==> config.mk <==
export PLATFORM = sky130hd
export DESIGN_NAME = acc_ix_core
export DESIGN_NICKNAME = d
export VERILOG_FILES = /design/src/rtl/acc_pkg.sv /design/src/rtl/acc_decoder.sv /design/src/rtl/acc_ac_alu.sv /design/src/rtl/acc_ix_unit.sv /design/src/rtl/acc_ix_core.sv
export SDC_FILE = /design/constraint.sdc
export NUM_CORES = 1
export LEC_CHECK = 0
export ABC_AREA = 0
export BUFFER_PORTS_ARGS = -buffer_cell sky130_fd_sc_hd__buf_2
export CAP_MARGIN = 25
export CORE_ASPECT_RATIO = 0.9
export CORE_MARGIN = 4
export CORE_UTILIZATION = 31
export DETAILED_ROUTE_END_ITERATION = 16
export GPL_ROUTABILITY_DRIVEN = 0
export PLACE_DENSITY = 0.47
export SKIP_CTS_REPAIR_TIMING = 1
export SYNTH_ARGS = -nofsm -noshare
export SYNTH_HDL_FRONTEND = slang
export SYNTH_SLANG_ARGS = --single-unit
==> constraint.sdc <==
create_clock -name clk -period 10.2 [get_ports clk]
set_input_delay 1.02 -clock clk [delete_from_list [all_inputs] [get_ports clk]]
set_output_delay 1.02 -clock clk [all_outputs]
set_load 0.05 [all_outputs]
==> src/rtl/acc_pkg.sv <==
package acc_pkg;

   localparam int OPC_W = 5;

   localparam logic [OPC_W-1:0] OP_NOP   = 5'd0;
   localparam logic [OPC_W-1:0] OP_LOAD  = 5'd1;
   localparam logic [OPC_W-1:0] OP_STORE = 5'd2;
   localparam logic [OPC_W-1:0] OP_ADD   = 5'd3;
   localparam logic [OPC_W-1:0] OP_SUB   = 5'd4;
   localparam logic [OPC_W-1:0] OP_SHL   = 5'd5;
   localparam logic [OPC_W-1:0] OP_SHR   = 5'd6;
   localparam logic [OPC_W-1:0] OP_JMP   = 5'd7;
   localparam logic [OPC_W-1:0] OP_JGE   = 5'd8;
   localparam logic [OPC_W-1:0] OP_LDADR = 5'd9;
   localparam logic [OPC_W-1:0] OP_STADR = 5'd10;
   localparam logic [OPC_W-1:0] OP_JZI   = 5'd11;
   localparam logic [OPC_W-1:0] OP_LDIX  = 5'd12;
   localparam logic [OPC_W-1:0] OP_STIX  = 5'd13;
   localparam logic [OPC_W-1:0] OP_INCIX = 5'd14;
   localparam logic [OPC_W-1:0] OP_HALT  = 5'd31;

   typedef enum logic [2:0] {
      ST_FETCH  = 3'd0,
      ST_DECODE = 3'd1,
      ST_EXEC   = 3'd2,
      ST_RMW    = 3'd3,
      ST_HALT   = 3'd4
   } state_e;

   typedef enum logic [2:0] {
      AC_HOLD, AC_LOAD, AC_ADD, AC_SUB, AC_SHL, AC_SHR, AC_FIELD
   } ac_op_e;

   typedef enum logic [1:0] {
      IX_HOLD, IX_LOAD, IX_ADDK, IX_JZI
   } ix_op_e;

   typedef enum logic [1:0] {
      PC_SEQ, PC_JMP, PC_JGE, PC_JZI
   } pc_op_e;

   typedef enum logic [1:0] {
      WR_NONE, WR_AC, WR_IX, WR_MERGE
   } wr_op_e;

   typedef struct packed {
      ac_op_e ac_op;
      ix_op_e ix_op;
      pc_op_e pc_op;
      wr_op_e wr_op;
      logic   idx_ok;
      logic   halt;
   } ctl_t;

endpackage

==> src/rtl/acc_decoder.sv <==
module acc_decoder
   import acc_pkg::*;
(
   input  logic [OPC_W-1:0] opcode,
   output ctl_t             ctl
);

   always_comb begin
      ctl.ac_op  = AC_HOLD;
      ctl.ix_op  = IX_HOLD;
      ctl.pc_op  = PC_SEQ;
      ctl.wr_op  = WR_NONE;
      ctl.idx_ok = 1'b0;
      ctl.halt   = 1'b0;
      case (opcode)
         OP_LOAD:  begin ctl.ac_op = AC_LOAD; ctl.idx_ok = 1'b1; end
         OP_STORE: begin ctl.wr_op = WR_AC;   ctl.idx_ok = 1'b1; end
         OP_ADD:   begin ctl.ac_op = AC_ADD;  ctl.idx_ok = 1'b1; end
         OP_SUB:   begin ctl.ac_op = AC_SUB;  ctl.idx_ok = 1'b1; end
         OP_SHL:   ctl.ac_op = AC_SHL;
         OP_SHR:   ctl.ac_op = AC_SHR;
         OP_JMP:   ctl.pc_op = PC_JMP;
         OP_JGE:   ctl.pc_op = PC_JGE;
         OP_LDADR: ctl.ac_op = AC_FIELD;
         OP_STADR: ctl.wr_op = WR_MERGE;
         OP_JZI:   begin ctl.pc_op = PC_JZI; ctl.ix_op = IX_JZI; end
         OP_LDIX:  ctl.ix_op = IX_LOAD;
         OP_STIX:  ctl.wr_op = WR_IX;
         OP_INCIX: ctl.ix_op = IX_ADDK;
         OP_HALT:  ctl.halt  = 1'b1;
         default:  ;
      endcase
   end

endmodule

==> src/rtl/acc_ac_alu.sv <==
module acc_ac_alu
   import acc_pkg::*;
#(
   parameter int DATA_W    = 16,
   parameter int ADDR_W    = 10,
   parameter bit SHR_ARITH = 1'b1
) (
   input  ac_op_e            op,
   input  logic [DATA_W-1:0] ac,
   input  logic [DATA_W-1:0] mem,
   output logic [DATA_W-1:0] ac_nxt
);

   localparam int PAD_W = DATA_W - ADDR_W;

   logic [DATA_W-1:0] shr_val;

   generate
      if (SHR_ARITH) begin : g_sra
         assign shr_val = {ac[DATA_W-1], ac[DATA_W-1:1]};
      end else begin : g_srl
         assign shr_val = {1'b0, ac[DATA_W-1:1]};
      end
   endgenerate

   always_comb begin
      case (op)
         AC_LOAD:  ac_nxt = mem;
         AC_ADD:   ac_nxt = ac + mem;
         AC_SUB:   ac_nxt = ac - mem;
         AC_SHL:   ac_nxt = {ac[DATA_W-2:0], 1'b0};
         AC_SHR:   ac_nxt = shr_val;
         AC_FIELD: ac_nxt = {{PAD_W{1'b0}}, mem[ADDR_W-1:0]};
         default:  ac_nxt = ac;
      endcase
   end

endmodule

==> src/rtl/acc_ix_unit.sv <==
module acc_ix_unit
   import acc_pkg::*;
#(
   parameter int DATA_W = 16,
   parameter int ADDR_W = 10,
   parameter int IX_W   = 10
) (
   input  ix_op_e            op,
   input  logic [IX_W-1:0]   ix,
   input  logic [IX_W-1:0]   mem_lo,
   input  logic [IX_W-1:0]   k,
   input  logic [ADDR_W-1:0] field,
   output logic [IX_W-1:0]   ix_nxt,
   output logic              ix_zero,
   output logic [ADDR_W-1:0] ea_idx,
   output logic [DATA_W-1:0] ix_word
);

   localparam int EXT_A = ADDR_W - IX_W;
   localparam int EXT_D = DATA_W - IX_W;

   logic [ADDR_W-1:0] ix_ext;

   generate
      if (EXT_A == 0) begin : g_same
         assign ix_ext = ix;
      end else begin : g_sext
         assign ix_ext = {{EXT_A{ix[IX_W-1]}}, ix};
      end
   endgenerate

   assign ea_idx  = field + ix_ext;
   assign ix_zero = (ix == '0);
   assign ix_word = {{EXT_D{ix[IX_W-1]}}, ix};

   always_comb begin
      case (op)
         IX_LOAD: ix_nxt = mem_lo;
         IX_ADDK: ix_nxt = ix + k;
         IX_JZI:  ix_nxt = ix_zero ? ix : ix + IX_W'(1);
         default: ix_nxt = ix;
      endcase
   end

endmodule

==> src/rtl/acc_ix_core.sv <==
module acc_ix_core
   import acc_pkg::*;
#(
   parameter int DATA_W    = 16,
   parameter int ADDR_W    = 10,
   parameter int IX_W      = 10,
   parameter bit SHR_ARITH = 1'b1
) (
   input  logic              clk,
   input  logic              rst_n,
   output logic [ADDR_W-1:0] mem_addr,
   output logic [DATA_W-1:0] mem_wdata,
   output logic              mem_we,
   input  logic [DATA_W-1:0] mem_rdata,
   output logic              halted,
   output logic [DATA_W-1:0] dbg_ac,
   output logic [IX_W-1:0]   dbg_ix,
   output logic [ADDR_W-1:0] dbg_pc
);

   localparam int OPC_LSB = DATA_W - OPC_W;
   localparam int IDX_BIT = ADDR_W;

   generate
      if (DATA_W != OPC_W + 1 + ADDR_W) begin : g_bad_word
         $error("word width must equal opcode + index flag + address field");
      end
      if (IX_W > ADDR_W || IX_W < 2) begin : g_bad_ix
         $error("index width must lie between 2 and the address field width");
      end
   endgenerate

   state_e            state_q;
   logic [ADDR_W-1:0] pc_q;
   logic [DATA_W-1:0] ac_q;
   logic [IX_W-1:0]   ix_q;
   logic [OPC_W-1:0]  op_q;
   logic [ADDR_W-1:0] ea_q;
   logic [DATA_W-1:0] merge_q;

   logic [OPC_W-1:0]  dec_op;
   ctl_t              ctl;
   logic [DATA_W-1:0] ac_nxt;
   logic [IX_W-1:0]   ix_nxt;
   logic              ix_zero;
   logic [ADDR_W-1:0] ea_idx;
   logic [ADDR_W-1:0] ea_now;
   logic [DATA_W-1:0] ix_word;
   logic [ADDR_W-1:0] pc_inc;
   logic [ADDR_W-1:0] pc_nxt;

   assign dec_op = (state_q == ST_DECODE) ? mem_rdata[DATA_W-1:OPC_LSB] : op_q;

   acc_decoder u_dec (
      .opcode (dec_op),
      .ctl    (ctl)
   );

   acc_ac_alu #(
      .DATA_W    (DATA_W),
      .ADDR_W    (ADDR_W),
      .SHR_ARITH (SHR_ARITH)
   ) u_alu (
      .op     (ctl.ac_op),
      .ac     (ac_q),
      .mem    (mem_rdata),
      .ac_nxt (ac_nxt)
   );

   acc_ix_unit #(
      .DATA_W (DATA_W),
      .ADDR_W (ADDR_W),
      .IX_W   (IX_W)
   ) u_ix (
      .op      (ctl.ix_op),
      .ix      (ix_q),
      .mem_lo  (mem_rdata[IX_W-1:0]),
      .k       (ea_q[IX_W-1:0]),
      .field   (mem_rdata[ADDR_W-1:0]),
      .ix_nxt  (ix_nxt),
      .ix_zero (ix_zero),
      .ea_idx  (ea_idx),
      .ix_word (ix_word)
   );

   assign ea_now = (ctl.idx_ok && mem_rdata[IDX_BIT]) ? ea_idx : mem_rdata[ADDR_W-1:0];
   assign pc_inc = pc_q + ADDR_W'(1);

   always_comb begin
      case (ctl.pc_op)
         PC_JMP:  pc_nxt = ea_q;
         PC_JGE:  pc_nxt = ac_q[DATA_W-1] ? pc_inc : ea_q;
         PC_JZI:  pc_nxt = ix_zero ? ea_q : pc_inc;
         default: pc_nxt = pc_inc;
      endcase
   end

   always_comb begin
      mem_addr  = pc_q;
      mem_we    = 1'b0;
      mem_wdata = ac_q;
      case (state_q)
         ST_DECODE: mem_addr = ea_now;
         ST_EXEC: begin
            mem_addr = ea_q;
            case (ctl.wr_op)
               WR_AC: mem_we = 1'b1;
               WR_IX: begin
                  mem_we    = 1'b1;
                  mem_wdata = ix_word;
               end
               default: ;
            endcase
         end
         ST_RMW: begin
            mem_addr  = ea_q;
            mem_we    = 1'b1;
            mem_wdata = merge_q;
         end
         default: ;
      endcase
   end

   always_ff @(posedge clk or negedge rst_n) begin
      if (!rst_n) begin
         state_q <= ST_FETCH;
         pc_q    <= '0;
         ac_q    <= '0;
         ix_q    <= '0;
         op_q    <= '0;
         ea_q    <= '0;
         merge_q <= '0;
      end else begin
         case (state_q)
            ST_FETCH: state_q <= ST_DECODE;
            ST_DECODE: begin
               op_q    <= mem_rdata[DATA_W-1:OPC_LSB];
               ea_q    <= ea_now;
               state_q <= ST_EXEC;
            end
            ST_EXEC: begin
               ac_q <= ac_nxt;
               ix_q <= ix_nxt;
               if (ctl.halt) begin
                  state_q <= ST_HALT;
               end else begin
                  pc_q <= pc_nxt;
                  if (ctl.wr_op == WR_MERGE) begin
                     merge_q <= {mem_rdata[DATA_W-1:ADDR_W], ac_q[ADDR_W-1:0]};
                     state_q <= ST_RMW;
                  end else begin
                     state_q <= ST_FETCH;
                  end
               end
            end
            ST_RMW:  state_q <= ST_FETCH;
            default: state_q <= ST_HALT;
         endcase
      end
   end

   assign halted = (state_q == ST_HALT);
   assign dbg_ac = ac_q;
   assign dbg_ix = ix_q;
   assign dbg_pc = pc_q;

endmodule

== Yosys cells after proc, flatten, opt, wreduce, memory -nomap -nowiden ==
Index checks and enable logic that the tools add are counted.
Widths: inputs -> output; s select.

* Bits in latches: 0
* Register bits after elaboration: 70
* Output and inout port bits: 64
* Logic and storage cells: 87
* Memories kept: 0
* Input bits: 18
* Bits in read-only memories: 0
* Memory bits (writable): 0

* Multiplexer cells: 22
* Shift operators: 0
* Equality and inequality tests: 35
* Bitwise logic cells: 2
* Multiply operators: 0
* Div/mod/pow operators: 0
* Reductions and logical operators: 14
* Order comparisons: 0
* Add/sub/neg operators: 6

{| class="wikitable"
|+ Operator list
! kind !! number
|-
| $pmux 16 s6 || 1
|-
| $pmux 10 s3 || 2
|-
| $mux 10 || 4
|-
| $eq 5x4->1 const B || 7
|-
| $pmux 16 s2 || 1
|-
| $add 10x1->10 const B || 2
|-
| $add 10x10->10 || 2
|-
| $eq 5x3->1 const B || 4
|-
| $pmux 10 s2 || 1
|-
| $pmux 2 s3 || 3
|-
| $pmux 3 s6 || 1
|-
| $add 16x16->16 || 1
|-
| $mux 16 || 1
|-
| $sub 16x16->16 || 1
|-
| $eq 2x2->1 const B || 6
|-
| $eq 3x2->1 const B || 4
|-
| $eq 3x3->1 const B || 4
|-
| $pmux 3 s4 || 1
|-
| $eq 5x2->1 const B || 2
|-
| $logic_not 10->1 || 1
|-
| $reduce_and 3->1 || 3
|-
| $eq 2x1->1 const B || 3
|-
| $eq 3x1->1 const B || 2
|-
| $reduce_bool 6->1 || 1
|-
| 16 further kinds || 21
|}

== Logic depth before layout (Yosys ltp) ==
* Depth after elaboration: 8
* Depth in mapped cells: 17
* Depth with buffers taken out: 14

== Hierarchy ==
Synthesis repeated with hierarchy kept, for this count alone.

* Cell total of the unflattened synthesis: 863
* Area total of the unflattened synthesis: 7268.2 µm²

{| class="wikitable"
|+ By module, submodules not included
! module !! cells an instance !! times used !! sequential area each (µm²) !! area an instance (µm²)
|-
| acc_ix_core || 346 || 1 || 1751.7 || 3727.3
|-
| acc_ac_alu || 292 || 1 || 0.0 || 1881.8
|-
| acc_ix_unit || 192 || 1 || 0.0 || 1448.9
|-
| acc_decoder || 33 || 1 || 0.0 || 210.2
|}

== Least setup slack after synthesis ==
Ideal clock, no wire load.

* Path kind: input to output
* From: in mem_rdata[15]
* To: out mem_wdata[1]
* Data arrival time: 3.737 ns
* Data required time: 9.180 ns
* Setup slack: 5.443 ns
* Buffers on the path: 3
* Stages on the path: 10
* Path through: clkbuf_1 > or4b_1 > nand2_1 > nand2_1 > a21oi_1 > ha_1 > clkbuf_1 > clkbuf_1 > o22ai_1 > a21oi_1

* Longest elaborated chain between the ends: 6
* Elaborated cells on any way between the ends: 8
* Classes of those cells: eq/ne: 4; mux: 4

{| class="wikitable"
|+ Ends and longest elaborated chain
! item !! line !! source
|-
| start: declaration || acc_ix_core.sv:14 || <nowiki>input logic [DATA_W-1:0] mem_rdata,</nowiki>
|-
| $mux 5 (*) || - ||
|-
| $eq 5x4->1 / $eq 5x2->1 (equally long branches) || acc_decoder.sv:15 || <nowiki>case (opcode)</nowiki>
|-
| $pmux 2 s3 (*) || acc_decoder.sv:15 ||
|-
| $eq 2x2->1 (*) || acc_ix_core.sv:106 || <nowiki>case (ctl.wr_op)</nowiki>
|-
| $mux 16 (*) || acc_ix_core.sv:106 ||
|-
| $pmux 16 s2 (*) || acc_ix_core.sv:102 || <nowiki>case (state_q)</nowiki>
|-
| end: declaration || acc_ix_core.sv:12 || <nowiki>output logic [DATA_W-1:0] mem_wdata,</nowiki>
|}

Every way passes the cells marked *; elsewhere a longest branch is shown, timed or not.

== Final worst setup path ==
* From: reg state_q[2]
* To: out mem_wdata[11]

* Longest elaborated chain between the ends: 7
* Elaborated cells on any way between the ends: 11
* Classes of those cells: eq/ne: 7; mux: 4

{| class="wikitable"
|+ Ends and longest elaborated chain
! item !! line !! source
|-
| start: declaration || acc_ix_core.sv:33 || <nowiki>state_e state_q;</nowiki>
|-
| start signal: assignment || acc_ix_core.sv:126 || <nowiki>state_q <= ST_FETCH;</nowiki>
|-
| start signal: assignment || acc_ix_core.sv:135 || <nowiki>ST_FETCH: state_q <= ST_DECODE;</nowiki>
|-
| start signal: assignment || acc_ix_core.sv:139 || <nowiki>state_q <= ST_EXEC;</nowiki>
|-
| $eq 3x1->1 || acc_ix_core.sv:52 || <nowiki>assign dec_op = (state_q == ST_DECODE) ? mem_rdata[DATA_W-1:OPC_LSB] : op_q;</nowiki>
|-
| $mux 5 || - ||
|-
| $eq 5x4->1 / $eq 5x2->1 (equally long branches) || acc_decoder.sv:15 ||
|-
| $pmux 2 s3 || acc_decoder.sv:15 ||
|-
| $eq 2x2->1 || acc_ix_core.sv:106 ||
|-
| $mux 16 || acc_ix_core.sv:106 ||
|-
| $pmux 16 s2 (*) || acc_ix_core.sv:102 ||
|}

Marks and branches as above.

==> results.py <==
metrics = {
    "status": {
        "status": "completed",
    },
    "setup_path": {
        "slowest_delay_ns": 0.84,
        "cp-start-kind": "register",
        "crit_family": "simple AND/OR/NAND/NOR gates",
        "critPathRequiredTime_ns": 9.18,
        "cp_cell_sequence": "nor3b_2 > buf_4 > mux2i_1 > nand2_1 > a21oi_1 > ha_1 > nand3_1 > o21ai_0 > a21oi_1 > buf_2",
        "crit_top_cell": "a21oi_1",
        "crit_path_end_kind": "primary output",
        "cp.buffers_inverters": 2,
        "r2r_start": "state_q[2]$_DFF_PN0_",
        "cpMaxStageDelayCell": "ha_1",
        "crit_fanout": 26,
        "worstPathArrival_ns": 4.51,
        "crit_path_start": "state_q[2]$_DFF_PN0_",
        "path_class": "register to primary output",
    },
    "placed_design": {
        "post-dp-hpwl_um": 15800,
        "port-buffer-count": 81,
    },
    "sta": {
        "rsz0062_at_grt": "false",
        "worst_slew_pin_slew_ns": 1.03,
        "fin_worst_skew_ns": 0.00717,
        "finalCritPeriodShare_pct": 54.2,
        "hold_violations": 0,
        "setup_viol": 0,
        "slew_violations": 0,
        "relSlewSlack_pct": 31.2,
        "period_needed_ns": 5.53,
        "fmax_ghz": 0.181,
        "tns_ns": 0,
    },
    "global_routing": {
        "grtUsageTotal_pct": 19.5,
        "grt_pass1_vias": 5811,
        "grt-ovfl-total": 0,
        "grt_pass1_wl_um": 34300,
        "antenna_found_initial": 0,
        "grt_max_degree": 71,
    },
    "finish": {
        "num_antenna_cells": 0,
        "area_growth_pct": 14.1,
        "final_net_count": 894,
        "drive_gt1_share_pct": 16.5,
    },
    "floorplan": {
        "row_count": 49,
        "die_h_um": 143,
        "core_area_um2": 20000,
        "dieArea_um2": 22700,
        "die_w_um": 158,
        "initial_core_util_pct": 31.6,
        "pin_count": 82,
    },
    "synthesis": {
        "synth.top_cell.area_share_pct": 27.8,
        "ys_seq_area_share_pct": 27.8,
        "synthArstFlopShare_pct": 100,
        "synth_warnings": 0,
        "synth-edff-count": 0,
        "avgSynthCellArea_um2": 8.03,
        "synth_nets": 844,
        "netlist_area_um2": 6310,
        "synth.distinct_cells": 67,
        "synth_area_leader_cell": "dfrtp_1",
        "synth_ff_type": "dfrtp_1",
        "postSynthCellCount": 786,
        "synth_area_leaders": "dfrtp_1 (28%), ha_1 (7.3%), a21oi_1 (5.0%)",
        "ys_ff_latch": 70,
    },
    "hold_path": {
        "hold_start": "merge_q[0]$_DFFE_PN0P_",
        "worstHoldPathType": "register to register",
    },
    "clock_network": {
        "cts_tree": "yes",
        "worstSkewPairLatency_ns": 0.35,
        "clk_path_buf_depth": 2,
        "cts_buffers": 9,
        "cts_root_buf": "clkbuf_16",
        "clkTransAtPathRegs_ns": 0.06,
        "htree_num_levels": 3,
        "cts_sinks": 70,
    },
    "routing": {
        "firstDrtPassIters": 5,
        "drt-initial-drc-count": 464,
        "wl_um": 22000,
        "final_antenna_net_count": 0,
        "wl_per_cell_um": 20.1,
        "avgViaCountPerCell": 5.67,
        "route.detailed.drc": 0,
        "vias": 6200,
    },
    "run": {
        "cap_violations": 0,
    },
}
[placed cells by master, fill, tap and decap left out, types with 18 or more instances in the layout]
cell	count
a21oi_1	63
a22oi_1	18
buf_2	80
dfrtp_1	70
ha_1	37
inv_1	23
mux2_2	22
nand2_1	84
nor2_1	71
o21ai_0	52
o22ai_1	20
xor2_1	26
[per-stage QoR]
| step | hold WS, ns | setup WS, ns | util [%] | cells | area (um2) |
|---|---|---|---|---|---|
| after floorplan | 0.451 | 5.44 | - | 786 | 6310 |
| after global placement | 0.469 | 5.13 | 34.5 | 1078 | 6890 |
| after detailed placement | 0.480 | 5.03 | 34.5 | 1078 | 6890 |
| after CTS | 0.494 | 4.73 | 35.9 | 1091 | 7170 |
| after global routing | 0.515 | 4.38 | 36.0 | 1093 | 7200 |
| final | 0.496 | 4.67 | 36.0 | 1093 | 7200 |
[worst reg2reg max path, delay by kind of cell, from the launching register on]
kind | cells | cell delay (ns)
muxes | 2 | 0.99
AOI/OAI and AO/OA | 2 | 0.41
adders and majority gates | 1 | 0.27
and+or+nand+nor | 6 | 1.86
DFF | 1 | 0.77
buffers and inverters | 1 | 0.38
xor gates and xnor gates | 1 | 0.16
[layout make-up]
cell class	count	area (um2)
tap	255	319
inverter	24	90.1
fill	2133	12800
clock buffer	11	243
sequential	70	1750
multi-input combinational	639	4260
timing repair buffer	92	510
clock inverter	2	35.0
[registers in the layout, summed over array words and instances (netlist names)]
| register | cells |
|---|---|
| dbg_ac | 16 |
| dbg_ix | 10 |
| dbg_pc | 10 |
| ea_q | 10 |
| merge_q | 16 |
| op_q | 5 |
| state_q | 3 |
[path summary, 6_finish.rpt]
check | end | slack [ns] | cells past startpoint
setup reg to reg | dbg_ac[13]$_DFFE_PN0P_ | 5.22 | 13
setup / recovery | mem_wdata[11] | 4.67 | 10
hold reg to reg | merge_q[0]$_DFFE_PN0P_ | 0.50 | 2
hold / removal | merge_q[0]$_DFFE_PN0P_ | 0.50 | 2
max in group asynchronous | dbg_ix[6]$_DFFE_PN0P_ | 9.09 | 2
min in group asynchronous | dbg_pc[7]$_DFFE_PN0P_ | 0.51 | 1
[Yosys cell counts, types with 5 or more instances]
library cell / number
nand4_1: 8
inv_1: 23
dfrtp_1: 70
nor4_1: 5
nand3_1: 16
nor2_1: 71
mux2i_1: 15
o31ai_1: 9
xor2_1: 26
o21ai_0: 52
a211oi_1: 5
o21a_1: 7
a22oi_1: 18
a31oi_1: 15
nor2b_1: 16
xnor2_1: 16
clkbuf_1: 35
mux2_2: 22
nor3_1: 17
nand2b_1: 14
nand2_1: 84
a222oi_1: 10
a21oi_1: 63
buf_2: 11
a21o_1: 12
a211o_1: 5
nor3b_1: 5
ha_1: 37
and2_1: 8
o22ai_1: 20
[cell families after synthesis]
group                    Yosys count  share of synthesized area [%]
adder cells (fa/ha/maj)           40                           8.29
AND/OR/NAND/NOR                  268                           20.6
multiplexers                      38                           6.66
flip-flops                        70                           27.8
AO/OA/AOI/OAI                    251                           25.8
XOR/XNOR                          42                           5.83
buffers and inverters             77                           5.05
[metal layers]
metal	wire (um)	part of all wire [%]	global-route usage (%)
met5	0	0	0
met4	274	1.2	4.22
met3	1120	5.1	3.04
met2	9670	44	29.2
met1	10900	50	29.5
Power is not shown: default switching activity piles up to over one toggle a cycle in this logic, so the estimate is an artifact.
